$ cat src/rtl/sram_mon_pkg.sv
package sram_mon_pkg;

   localparam int NRULE = 8;

   // rule bit positions (decoded by software reading err_flag)
   localparam int RU_WP = 0;
   localparam int RU_DW = 1;
   localparam int RU_DH = 2;
   localparam int RU_AC = 3;
   localparam int RU_WR = 4;
   localparam int RU_WC = 5;
   localparam int RU_AW = 6;
   localparam int RU_CW = 7;

   // limit selectors
   localparam int LIM_WP  = 0;
   localparam int LIM_DW  = 1;
   localparam int LIM_RWE = 2;
   localparam int LIM_RCE = 3;
   localparam int LIM_WC  = 4;
   localparam int LIM_AW  = 5;
   localparam int LIM_CW  = 6;

   function automatic int min_ns(input int grade, input int which);
      int r;
      r = 0;
      case (which)
         LIM_WP:  case (grade) 0: r = 55; 1: r = 65; 2: r = 90;  default: r = 130; endcase
         LIM_DW:  case (grade) 0: r = 30; 1: r = 35; 2: r = 50;  default: r = 70;  endcase
         LIM_RWE: r = 5;
         LIM_RCE: r = 15;
         LIM_WC:  case (grade) 0: r = 70; 1: r = 85; 2: r = 150; default: r = 200; endcase
         LIM_AW:  case (grade) 0: r = 65; 1: r = 75; 2: r = 90;  default: r = 150; endcase
         LIM_CW:  case (grade) 0: r = 65; 1: r = 75; 2: r = 100; default: r = 150; endcase
         default: r = 0;
      endcase
      return r;
   endfunction

   // round up: a measured tick count below this is always too short
   function automatic int to_ticks(input int ns, input int clk_ps);
      return (ns * 1000 + clk_ps - 1) / clk_ps;
   endfunction

endpackage

$ cat src/rtl/sram_mon_sample.sv
module sram_mon_sample #(
   parameter int ADDR_W = 16,
   parameter int DATA_W = 16
) (
   input  logic              clk,
   input  logic              rst_n,
   input  logic [ADDR_W-1:0] addr_i,
   input  logic [DATA_W-1:0] data_i,
   input  logic              ce_n_i,
   input  logic              we_n_i,
   output logic              live_o,
   output logic              s_ce_n_o,
   output logic              p_ce_n_o,
   output logic              s_we_n_o,
   output logic              p_we_n_o,
   output logic              addr_chg_o,
   output logic              data_chg_o
);

   logic [ADDR_W-1:0] s_addr_q, p_addr_q;
   logic [DATA_W-1:0] s_data_q, p_data_q;
   logic              s_ce_q, p_ce_q, s_we_q, p_we_q;
   logic [1:0]        fill_q;

   always_ff @(posedge clk or negedge rst_n) begin
      if (!rst_n) begin
         s_addr_q <= '0;
         p_addr_q <= '0;
         s_data_q <= '0;
         p_data_q <= '0;
         s_ce_q   <= 1'b1;
         p_ce_q   <= 1'b1;
         s_we_q   <= 1'b1;
         p_we_q   <= 1'b1;
         fill_q   <= 2'd0;
      end else begin
         s_addr_q <= addr_i;
         p_addr_q <= s_addr_q;
         s_data_q <= data_i;
         p_data_q <= s_data_q;
         s_ce_q   <= ce_n_i;
         p_ce_q   <= s_ce_q;
         s_we_q   <= we_n_i;
         p_we_q   <= s_we_q;
         if (fill_q != 2'd2) fill_q <= fill_q + 2'd1;
      end
   end

   assign live_o     = (fill_q == 2'd2);
   assign s_ce_n_o   = s_ce_q;
   assign p_ce_n_o   = p_ce_q;
   assign s_we_n_o   = s_we_q;
   assign p_we_n_o   = p_we_q;
   assign addr_chg_o = live_o && (s_addr_q != p_addr_q);
   assign data_chg_o = live_o && (s_data_q != p_data_q);

   a_r1_live_holds: assert property (@(posedge clk) disable iff (!rst_n)
      live_o |=> live_o);

endmodule

$ cat src/rtl/sram_mon_window.sv
module sram_mon_window #(
   parameter int TS_W = 16
) (
   input  logic            clk,
   input  logic            rst_n,
   input  logic            live_i,
   input  logic            s_ce_n_i,
   input  logic            p_ce_n_i,
   input  logic            s_we_n_i,
   input  logic            p_we_n_i,
   input  logic            addr_chg_i,
   input  logic            data_chg_i,
   output logic [TS_W-1:0] tnow_o,
   output logic            win_now_o,
   output logic            win_prev_o,
   output logic            wstart_o,
   output logic            wend_o,
   output logic            ce_rise_o,
   output logic            we_rise_o,
   output logic [TS_W-1:0] ts_start_o,
   output logic [TS_W-1:0] ts_cefall_o,
   output logic [TS_W-1:0] ts_addr_o,
   output logic [TS_W-1:0] ts_data_o,
   output logic [TS_W-1:0] ts_werise_o,
   output logic [TS_W-1:0] ts_cerise_o
);

   logic ce_fall;

   assign win_now_o  = live_i && !s_ce_n_i && !s_we_n_i;
   assign win_prev_o = live_i && !p_ce_n_i && !p_we_n_i;
   assign wstart_o   = win_now_o && !win_prev_o;
   assign wend_o     = win_prev_o && !win_now_o;
   assign ce_fall    = live_i && p_ce_n_i && !s_ce_n_i;
   assign ce_rise_o  = live_i && !p_ce_n_i && s_ce_n_i;
   assign we_rise_o  = live_i && !p_we_n_i && s_we_n_i;

   always_ff @(posedge clk or negedge rst_n) begin
      if (!rst_n) begin
         tnow_o      <= '0;
         ts_start_o  <= '0;
         ts_cefall_o <= '0;
         ts_addr_o   <= '0;
         ts_data_o   <= '0;
         ts_werise_o <= '0;
         ts_cerise_o <= '0;
      end else begin
         tnow_o <= tnow_o + 1'b1;
         if (wstart_o)   ts_start_o  <= tnow_o;
         if (ce_fall)    ts_cefall_o <= tnow_o;
         if (addr_chg_i) ts_addr_o   <= tnow_o;
         if (data_chg_i) ts_data_o   <= tnow_o;
         if (we_rise_o)  ts_werise_o <= tnow_o;
         if (ce_rise_o)  ts_cerise_o <= tnow_o;
      end
   end

   a_r2_open_persists: assert property (@(posedge clk) disable iff (!rst_n)
      wstart_o |=> win_prev_o);

endmodule

$ cat src/rtl/sram_mon_rules.sv
module sram_mon_rules
   import sram_mon_pkg::*;
#(
   parameter int TS_W   = 16,
   parameter int GRADE  = 0,
   parameter int CLK_PS = 5000
) (
   input  logic             clk,
   input  logic             rst_n,
   input  logic [TS_W-1:0]  tnow_i,
   input  logic [TS_W-1:0]  ts_start_i,
   input  logic [TS_W-1:0]  ts_cefall_i,
   input  logic [TS_W-1:0]  ts_addr_i,
   input  logic [TS_W-1:0]  ts_data_i,
   input  logic [TS_W-1:0]  ts_werise_i,
   input  logic [TS_W-1:0]  ts_cerise_i,
   input  logic             win_now_i,
   input  logic             win_prev_i,
   input  logic             wstart_i,
   input  logic             wend_i,
   input  logic             ce_rise_i,
   input  logic             we_rise_i,
   input  logic             s_ce_n_i,
   input  logic             s_we_n_i,
   input  logic             addr_chg_i,
   input  logic             data_chg_i,
   output logic [NRULE-1:0] viol_o,
   output logic [1:0]       end_style_o
);

   localparam int LI_WP  = to_ticks(min_ns(GRADE, LIM_WP),  CLK_PS);
   localparam int LI_DW  = to_ticks(min_ns(GRADE, LIM_DW),  CLK_PS);
   localparam int LI_RWE = to_ticks(min_ns(GRADE, LIM_RWE), CLK_PS);
   localparam int LI_RCE = to_ticks(min_ns(GRADE, LIM_RCE), CLK_PS);
   localparam int LI_WC  = to_ticks(min_ns(GRADE, LIM_WC),  CLK_PS);
   localparam int LI_AW  = to_ticks(min_ns(GRADE, LIM_AW),  CLK_PS);
   localparam int LI_CW  = to_ticks(min_ns(GRADE, LIM_CW),  CLK_PS);

   localparam logic [TS_W-1:0] L_WP  = TS_W'(LI_WP);
   localparam logic [TS_W-1:0] L_DW  = TS_W'(LI_DW);
   localparam logic [TS_W-1:0] L_RWE = TS_W'(LI_RWE);
   localparam logic [TS_W-1:0] L_RCE = TS_W'(LI_RCE);
   localparam logic [TS_W-1:0] L_WC  = TS_W'(LI_WC);
   localparam logic [TS_W-1:0] L_AW  = TS_W'(LI_AW);
   localparam logic [TS_W-1:0] L_CW  = TS_W'(LI_CW);

   if (LI_WC >= (1 << (TS_W - 1))) begin : g_ts_too_narrow
      $error("sram_mon_rules: TS_W cannot hold the longest limit");
   end

   logic [TS_W-1:0] e_start, e_cefall, e_addr, e_data, e_we, e_ce;
   logic            met_we, met_ce, rec_due, cyc_due;
   logic            rec_pend_q, wrote_q;

   assign e_start  = tnow_i - ts_start_i;
   assign e_cefall = tnow_i - ts_cefall_i;
   assign e_addr   = tnow_i - ts_addr_i;
   assign e_data   = tnow_i - ts_data_i;
   assign e_we     = we_rise_i ? '0 : (tnow_i - ts_werise_i);
   assign e_ce     = ce_rise_i ? '0 : (tnow_i - ts_cerise_i);

   assign met_we  = s_we_n_i && (e_we >= L_RWE);
   assign met_ce  = s_ce_n_i && (e_ce >= L_RCE);
   assign rec_due = addr_chg_i && (rec_pend_q || wend_i);
   assign cyc_due = addr_chg_i && (wrote_q || wend_i);

   always_comb begin
      viol_o        = '0;
      viol_o[RU_WP] = wend_i && (e_start  < L_WP);
      viol_o[RU_DW] = wend_i && (e_data   < L_DW);
      viol_o[RU_DH] = wend_i && data_chg_i;
      viol_o[RU_AC] = addr_chg_i && win_now_i && win_prev_i;
      viol_o[RU_WR] = rec_due && !met_we && !met_ce;
      viol_o[RU_WC] = cyc_due && (e_addr < L_WC);
      viol_o[RU_AW] = wend_i && (e_addr   < L_AW);
      viol_o[RU_CW] = wend_i && (e_cefall < L_CW);
   end

   always_ff @(posedge clk or negedge rst_n) begin
      if (!rst_n) begin
         rec_pend_q  <= 1'b0;
         wrote_q     <= 1'b0;
         end_style_o <= 2'b00;
      end else begin
         if (addr_chg_i || wstart_i) rec_pend_q <= 1'b0;
         else if (wend_i)            rec_pend_q <= 1'b1;
         if (addr_chg_i)             wrote_q    <= 1'b0;
         else if (wend_i)            wrote_q    <= 1'b1;
         if (wend_i) end_style_o <= {ce_rise_i, we_rise_i};
      end
   end

   a_r2_style_named: assert property (@(posedge clk) disable iff (!rst_n)
      wend_i |=> (end_style_o != 2'b00));

   a_r7_rec_needs_end: assert property (@(posedge clk) disable iff (!rst_n)
      viol_o[RU_WR] |-> !win_now_i);

endmodule

$ cat src/rtl/sram_mon_errlog.sv
module sram_mon_errlog #(
   parameter int NR    = 8,
   parameter int CNT_W = 8
) (
   input  logic             clk,
   input  logic             rst_n,
   input  logic             clr_i,
   input  logic [NR-1:0]    viol_i,
   output logic [NR-1:0]    flag_o,
   output logic [NR-1:0]    pulse_o,
   output logic [CNT_W-1:0] count_o
);

   localparam int NB = $clog2(NR + 1);
   localparam int SW = ((CNT_W > NB) ? CNT_W : NB) + 1;
   localparam logic [CNT_W-1:0] CMAX = '1;

   logic [SW-1:0] sum;

   for (genvar k = 0; k < NR; k++) begin : g_rule
      always_ff @(posedge clk or negedge rst_n) begin
         if (!rst_n) begin
            flag_o[k]  <= 1'b0;
            pulse_o[k] <= 1'b0;
         end else if (clr_i) begin
            flag_o[k]  <= 1'b0;
            pulse_o[k] <= 1'b0;
         end else begin
            pulse_o[k] <= viol_i[k];
            if (viol_i[k]) flag_o[k] <= 1'b1;
         end
      end

      a_r11_flag_sticky: assert property (@(posedge clk) disable iff (!rst_n)
         (flag_o[k] && !clr_i) |=> flag_o[k]);

      a_r11_pulse_flagged: assert property (@(posedge clk) disable iff (!rst_n)
         pulse_o[k] |-> flag_o[k]);
   end

   assign sum = SW'(count_o) + SW'($countones(viol_i));

   always_ff @(posedge clk or negedge rst_n) begin
      if (!rst_n)                count_o <= '0;
      else if (clr_i)            count_o <= '0;
      else if (sum > SW'(CMAX))  count_o <= CMAX;
      else                       count_o <= sum[CNT_W-1:0];
   end

   a_r1_clear_wipes: assert property (@(posedge clk) disable iff (!rst_n)
      clr_i |=> (flag_o == '0 && pulse_o == '0 && count_o == '0));

   a_r11_count_sat: assert property (@(posedge clk) disable iff (!rst_n)
      (count_o == CMAX && !clr_i) |=> (count_o == CMAX));

endmodule

$ cat src/rtl/sram_wr_timing_mon.sv
module sram_wr_timing_mon
   import sram_mon_pkg::*;
#(
   parameter int ADDR_W = 16,
   parameter int DATA_W = 16,
   parameter int GRADE  = 0,
   parameter int CLK_PS = 5000,
   parameter int TS_W   = 16,
   parameter int CNT_W  = 8
) (
   input  logic              clk,
   input  logic              rst_n,
   input  logic              clr,
   input  logic [ADDR_W-1:0] bus_addr,
   input  logic [DATA_W-1:0] bus_data,
   input  logic              bus_ce_n,
   input  logic              bus_we_n,
   output logic [NRULE-1:0]  err_flag,
   output logic [NRULE-1:0]  err_pulse,
   output logic [CNT_W-1:0]  err_count,
   output logic [1:0]        end_style
);

   if (GRADE < 0 || GRADE > 3) begin : g_bad_grade
      $error("sram_wr_timing_mon: GRADE must be 0..3");
   end
   if (CLK_PS < 1) begin : g_bad_clk
      $error("sram_wr_timing_mon: CLK_PS must be positive");
   end
   if (CNT_W < 1 || TS_W < 4 || TS_W > 30) begin : g_bad_width
      $error("sram_wr_timing_mon: counter or timestamp width out of range");
   end

   logic            live, s_ce_n, p_ce_n, s_we_n, p_we_n, addr_chg, data_chg;
   logic [TS_W-1:0] tnow, ts_start, ts_cefall, ts_addr, ts_data, ts_werise, ts_cerise;
   logic            win_now, win_prev, wstart, wend, ce_rise, we_rise;
   logic [NRULE-1:0] viol;

   sram_mon_sample #(.ADDR_W(ADDR_W), .DATA_W(DATA_W)) u_sample (
      .clk(clk), .rst_n(rst_n),
      .addr_i(bus_addr), .data_i(bus_data), .ce_n_i(bus_ce_n), .we_n_i(bus_we_n),
      .live_o(live), .s_ce_n_o(s_ce_n), .p_ce_n_o(p_ce_n),
      .s_we_n_o(s_we_n), .p_we_n_o(p_we_n),
      .addr_chg_o(addr_chg), .data_chg_o(data_chg)
   );

   sram_mon_window #(.TS_W(TS_W)) u_window (
      .clk(clk), .rst_n(rst_n), .live_i(live),
      .s_ce_n_i(s_ce_n), .p_ce_n_i(p_ce_n), .s_we_n_i(s_we_n), .p_we_n_i(p_we_n),
      .addr_chg_i(addr_chg), .data_chg_i(data_chg),
      .tnow_o(tnow), .win_now_o(win_now), .win_prev_o(win_prev),
      .wstart_o(wstart), .wend_o(wend), .ce_rise_o(ce_rise), .we_rise_o(we_rise),
      .ts_start_o(ts_start), .ts_cefall_o(ts_cefall), .ts_addr_o(ts_addr),
      .ts_data_o(ts_data), .ts_werise_o(ts_werise), .ts_cerise_o(ts_cerise)
   );

   sram_mon_rules #(.TS_W(TS_W), .GRADE(GRADE), .CLK_PS(CLK_PS)) u_rules (
      .clk(clk), .rst_n(rst_n), .tnow_i(tnow),
      .ts_start_i(ts_start), .ts_cefall_i(ts_cefall), .ts_addr_i(ts_addr),
      .ts_data_i(ts_data), .ts_werise_i(ts_werise), .ts_cerise_i(ts_cerise),
      .win_now_i(win_now), .win_prev_i(win_prev), .wstart_i(wstart), .wend_i(wend),
      .ce_rise_i(ce_rise), .we_rise_i(we_rise), .s_ce_n_i(s_ce_n), .s_we_n_i(s_we_n),
      .addr_chg_i(addr_chg), .data_chg_i(data_chg),
      .viol_o(viol), .end_style_o(end_style)
   );

   sram_mon_errlog #(.NR(NRULE), .CNT_W(CNT_W)) u_errlog (
      .clk(clk), .rst_n(rst_n), .clr_i(clr), .viol_i(viol),
      .flag_o(err_flag), .pulse_o(err_pulse), .count_o(err_count)
   );

endmodule

$ cat config.mk
export PLATFORM = sky130hd
export DESIGN_NAME = sram_wr_timing_mon
export DESIGN_NICKNAME = d
export VERILOG_FILES = /design/src/rtl/sram_mon_pkg.sv /design/src/rtl/sram_mon_sample.sv /design/src/rtl/sram_mon_window.sv /design/src/rtl/sram_mon_rules.sv /design/src/rtl/sram_mon_errlog.sv /design/src/rtl/sram_wr_timing_mon.sv
export SDC_FILE = /design/constraint.sdc
export NUM_CORES = 1
export LEC_CHECK = 0
export CORE_ASPECT_RATIO = 0.7
export CORE_MARGIN = 2
export CORE_UTILIZATION = 39
export CTS_CLUSTER_DIAMETER = 40
export CTS_CLUSTER_SIZE = 28
export DETAILED_ROUTE_END_ITERATION = 10
export GPL_ROUTABILITY_DRIVEN = 0
export HOLD_SLACK_MARGIN = 0.1
export PLACE_DENSITY = 0.58
export SLEW_MARGIN = 10
export SYNTH_ARGS = -nofsm -noshare
export SYNTH_HDL_FRONTEND = slang
export SYNTH_HIERARCHICAL = 1
export SYNTH_SLANG_ARGS = --single-unit
export TNS_END_PERCENT = 10
$ cat constraint.sdc
create_clock -name clk -period 7 [get_ports clk]
set_input_delay 2.1 -clock clk [delete_from_list [all_inputs] [get_ports clk]]
set_output_delay 2.1 -clock clk [all_outputs]
set_load 0.01 [all_outputs]
==> metrics <==
syn avg cell area 10.0 µm²; Antenna Cells 0; Starting Density 39.9%; Die Y 157 µm; vias in the first global route 9573; Post-Synth Simple-Gate Area 12.5%; Max Freq 152 MHz; endpoints failing hold 0; TritonCTS clock tree yes; hold path depth 0; commonest non-fill, non-tap cell in the layout dfrtp_1; grt total ovfl 0; most frequent cells in the layout 206 x dfrtp_1, 153 x inv_1, 97 x ha_1; Total Nets Final 1526; CP max FO 10; Tot GR Track Use 19.0%; mapped cell area 13000 µm²; clock buffer depth 3; period utilisation layout 93.8%; Setup Buffers After CTS 0; H-tree levels 1; Fin Hold WS 0.392 ns; XOR/XNOR Fraction of Synth Area 5.26%; Final HPWL DP 23.5 mm; Pwr per Cell Area 202 nW/µm²; DR iter-0 viols 954; Peak VDD IR 0.198 mV; Synth cell types 82; Ys Warns 6; Row Count 55; pin count of the biggest net entering global routing 94; initial antenna violation count 1; Yosys reg bits 210; core area 32600 µm²; I/O pin count 63; Worst Path Arrival 6.95 ns; Worst-path clk slew 0.07 ns; WL/cell 17.7 µm; WL final 32.3 mm; share of post-route cells with drive strength above 1 13.2%; CTS Sinks 210; DRT Pass-1 Iters 8; Residual DRC 0; Antenna Nets Post-Route 0; placed cells 1781; Die Wd 222 µm; Worst Hold Class register to register; vias per cell 5.48; Worst setup SP type register; Layout Cells excl Fill 1826; setup TNS 0 ns; CP Capture Type register; CTS Buf Count 25; first-pass GRT wire length 52.7 mm; worst rel slew slack 24.9%; Main synth FF type dfrtp_1; Final Max Tran Viols 0; multiplexer share of the synthesized area 8.99%; total die area 34800 µm²; ys async rst share 100%; cts repair resizes 0; port buffer count 62; max cap viols 0; register area share after synthesis 40.5%; Synth Area in Adders 11.0%; Final Critical Period 6.56 ns; Reg2Reg Depth 23; Post-CTS Hold Buffers 0; WS Path Type register to register; status complete, no violations; Clock Skew 0.0162 ns; Synth Area in Compound Gates 15.9%; Skew-Pair Late Insertion Delay 0.55 ns; Area Growth Syn to Fin 16.5%; CP required 7.39 ns; syn nets 1441; via count 9998; EDFF count, synth 0; RSZ-0062 raised after global routing no; main combinational cell family by area after synthesis compound AO/OA/AOI/OAI gates; Worst-Margin Slew 1.13 ns; number of setup violations in the final report 0; leak pwr 7.07 nW; clock root cell clkbuf_16; Post-Syn Instances 1296
[flip-flops by register name (all words and copies together), names as in the netlist, 2 cells and up]
name and cells:
u_sample/p_addr_q 16, u_sample/p_data_q 16, u_sample/s_addr_q 16, u_sample/s_data_q 16, u_window/tnow_o 16, u_window/ts_addr_o 16
u_window/ts_cefall_o 16, u_window/ts_cerise_o 16, u_window/ts_data_o 16, u_window/ts_start_o 16, u_window/ts_werise_o 16, u_errlog/count_o 8
u_errlog/flag_o 8, u_errlog/pulse_o 8, u_rules/end_style_o 2, u_sample/fill_q 2
[worst paths after layout]
| kind | start | endpoint | slack (ns) |
|---|---|---|---|
| worst max-delay path | u_window/tnow_o[0] | u_errlog/count_o[5] | 0.44 |
| worst min-delay path | u_sample/s_addr_q[13] | u_sample/p_addr_q[13] | 0.39 |
| worst max register to register | u_window/tnow_o[0] | u_errlog/count_o[5] | 0.44 |
| worst min register to register | u_sample/s_addr_q[13] | u_sample/p_addr_q[13] | 0.39 |
| max in group asynchronous | rst_n | u_errlog/count_o[2] | 4.20 |
| min in group asynchronous | rst_n | u_window/ts_cefall_o[8] | 1.57 |
[metrics by stage]
| stage | cell area [µm²] | power [mW] | utilization, % | setup WS, ns |
|---|---|---|---|---|
| finish | 15100 | 3.06 | 46.5 | 0.437 |
| global route | 15100 | 3.21 | 46.5 | 0.0813 |
| CTS | 15100 | 3.11 | 46.5 | 0.460 |
| detailed placement | 14200 | 1.64 | 43.6 | 0.509 |
| global placement | 14200 | 1.64 | 43.6 | 0.606 |
| floorplan | 13000 | 1.52 | - | 0.882 |
[cell type report]
type	count	area (µm²)
repair buffers	91	843
inverters	153	574
well taps	427	534
clock inverters	18	292
multi-input cells	900	6980
clock buffers	27	653
fillers	3020	17400
flip-flops and latches	210	5260
[cells by family after synthesis]
| group | Yosys count |
|---|---|
| adder cells (fa/ha/maj) | 108 |
| XOR/XNOR | 78 |
| flip-flops | 210 |
| multiplexers | 102 |
| AND/OR/NAND/NOR | 311 |
| AO/OA/AOI/OAI | 301 |
| buffers and inverters | 186 |
[synth_stat cells (7+ instances only)]
| cell type | number | area (µm²) |
|---|---|---|
| mux2_2 | 81 | 912 |
| dfrtp_1 | 206 | 5150 |
| nor2b_1 | 15 | 93.8 |
| nand2_1 | 55 | 206 |
| a21boi_0 | 7 | 52.6 |
| o2111ai_1 | 14 | 123 |
| mux2_4 | 9 | 135 |
| ha_1 | 97 | 1210 |
| or4_1 | 7 | 52.6 |
| nand4_1 | 20 | 125 |
| nor2_1 | 75 | 282 |
| clkbuf_1 | 10 | 37.5 |
| nand3_1 | 20 | 100 |
| a31oi_1 | 16 | 100 |
| a2111oi_0 | 7 | 61.3 |
| o21a_1 | 18 | 135 |
| mux2i_1 | 12 | 120 |
| a21oi_1 | 65 | 325 |
| a211oi_1 | 8 | 60.1 |
| fa_1 | 11 | 220 |
| o221ai_1 | 7 | 61.3 |
| nor3_1 | 33 | 165 |
| xor2_1 | 21 | 184 |
| a21o_1 | 23 | 173 |
| xnor2_1 | 57 | 499 |
| o21ai_0 | 62 | 310 |
| nand2b_1 | 21 | 131 |
| inv_1 | 153 | 574 |
| nor4_1 | 18 | 113 |
| buf_2 | 16 | 80.1 |
[layer usage]
metal	track usage [%]	wire length [µm]	vias up
li1	-	-	4833
met1	29.4	16400	4822
met2	26.8	13000	307
met3	4.43	2330	36
met4	3.76	581	0
met5	0	0	-
[power breakdown]
part           switching (mW)  total (mW)  internal [mW]  leakage (nW)
Clock                   0.588        1.44          0.856         0.461
Sequential             0.0271        1.29           1.26          2.67
Combinational           0.170       0.332          0.162          3.94
Total                   0.786        3.06           2.28          7.07
[critical path, stage by stage (launching register included)]
cell	delay (ns)
dfrtp_1	0.49
inv_1	0.12
ha_1	0.18
inv_1	0.06
fa_1	0.40
a21o_1	0.18
a21oi_1	0.34
o21ai_0	0.13
a2111oi_0	0.41
o221ai_1	0.17
or4_1	0.53
nor4_1	0.35
buf_4	0.20
fa_1	0.39
inv_1	0.08
fa_1	0.42
fa_1	0.52
fa_1	0.20
inv_1	0.06
fa_1	0.43
a21o_1	0.20
a21o_1	0.24
a31oi_1	0.23
a221oi_2	0.09
(Power assumes the default switching activity.)
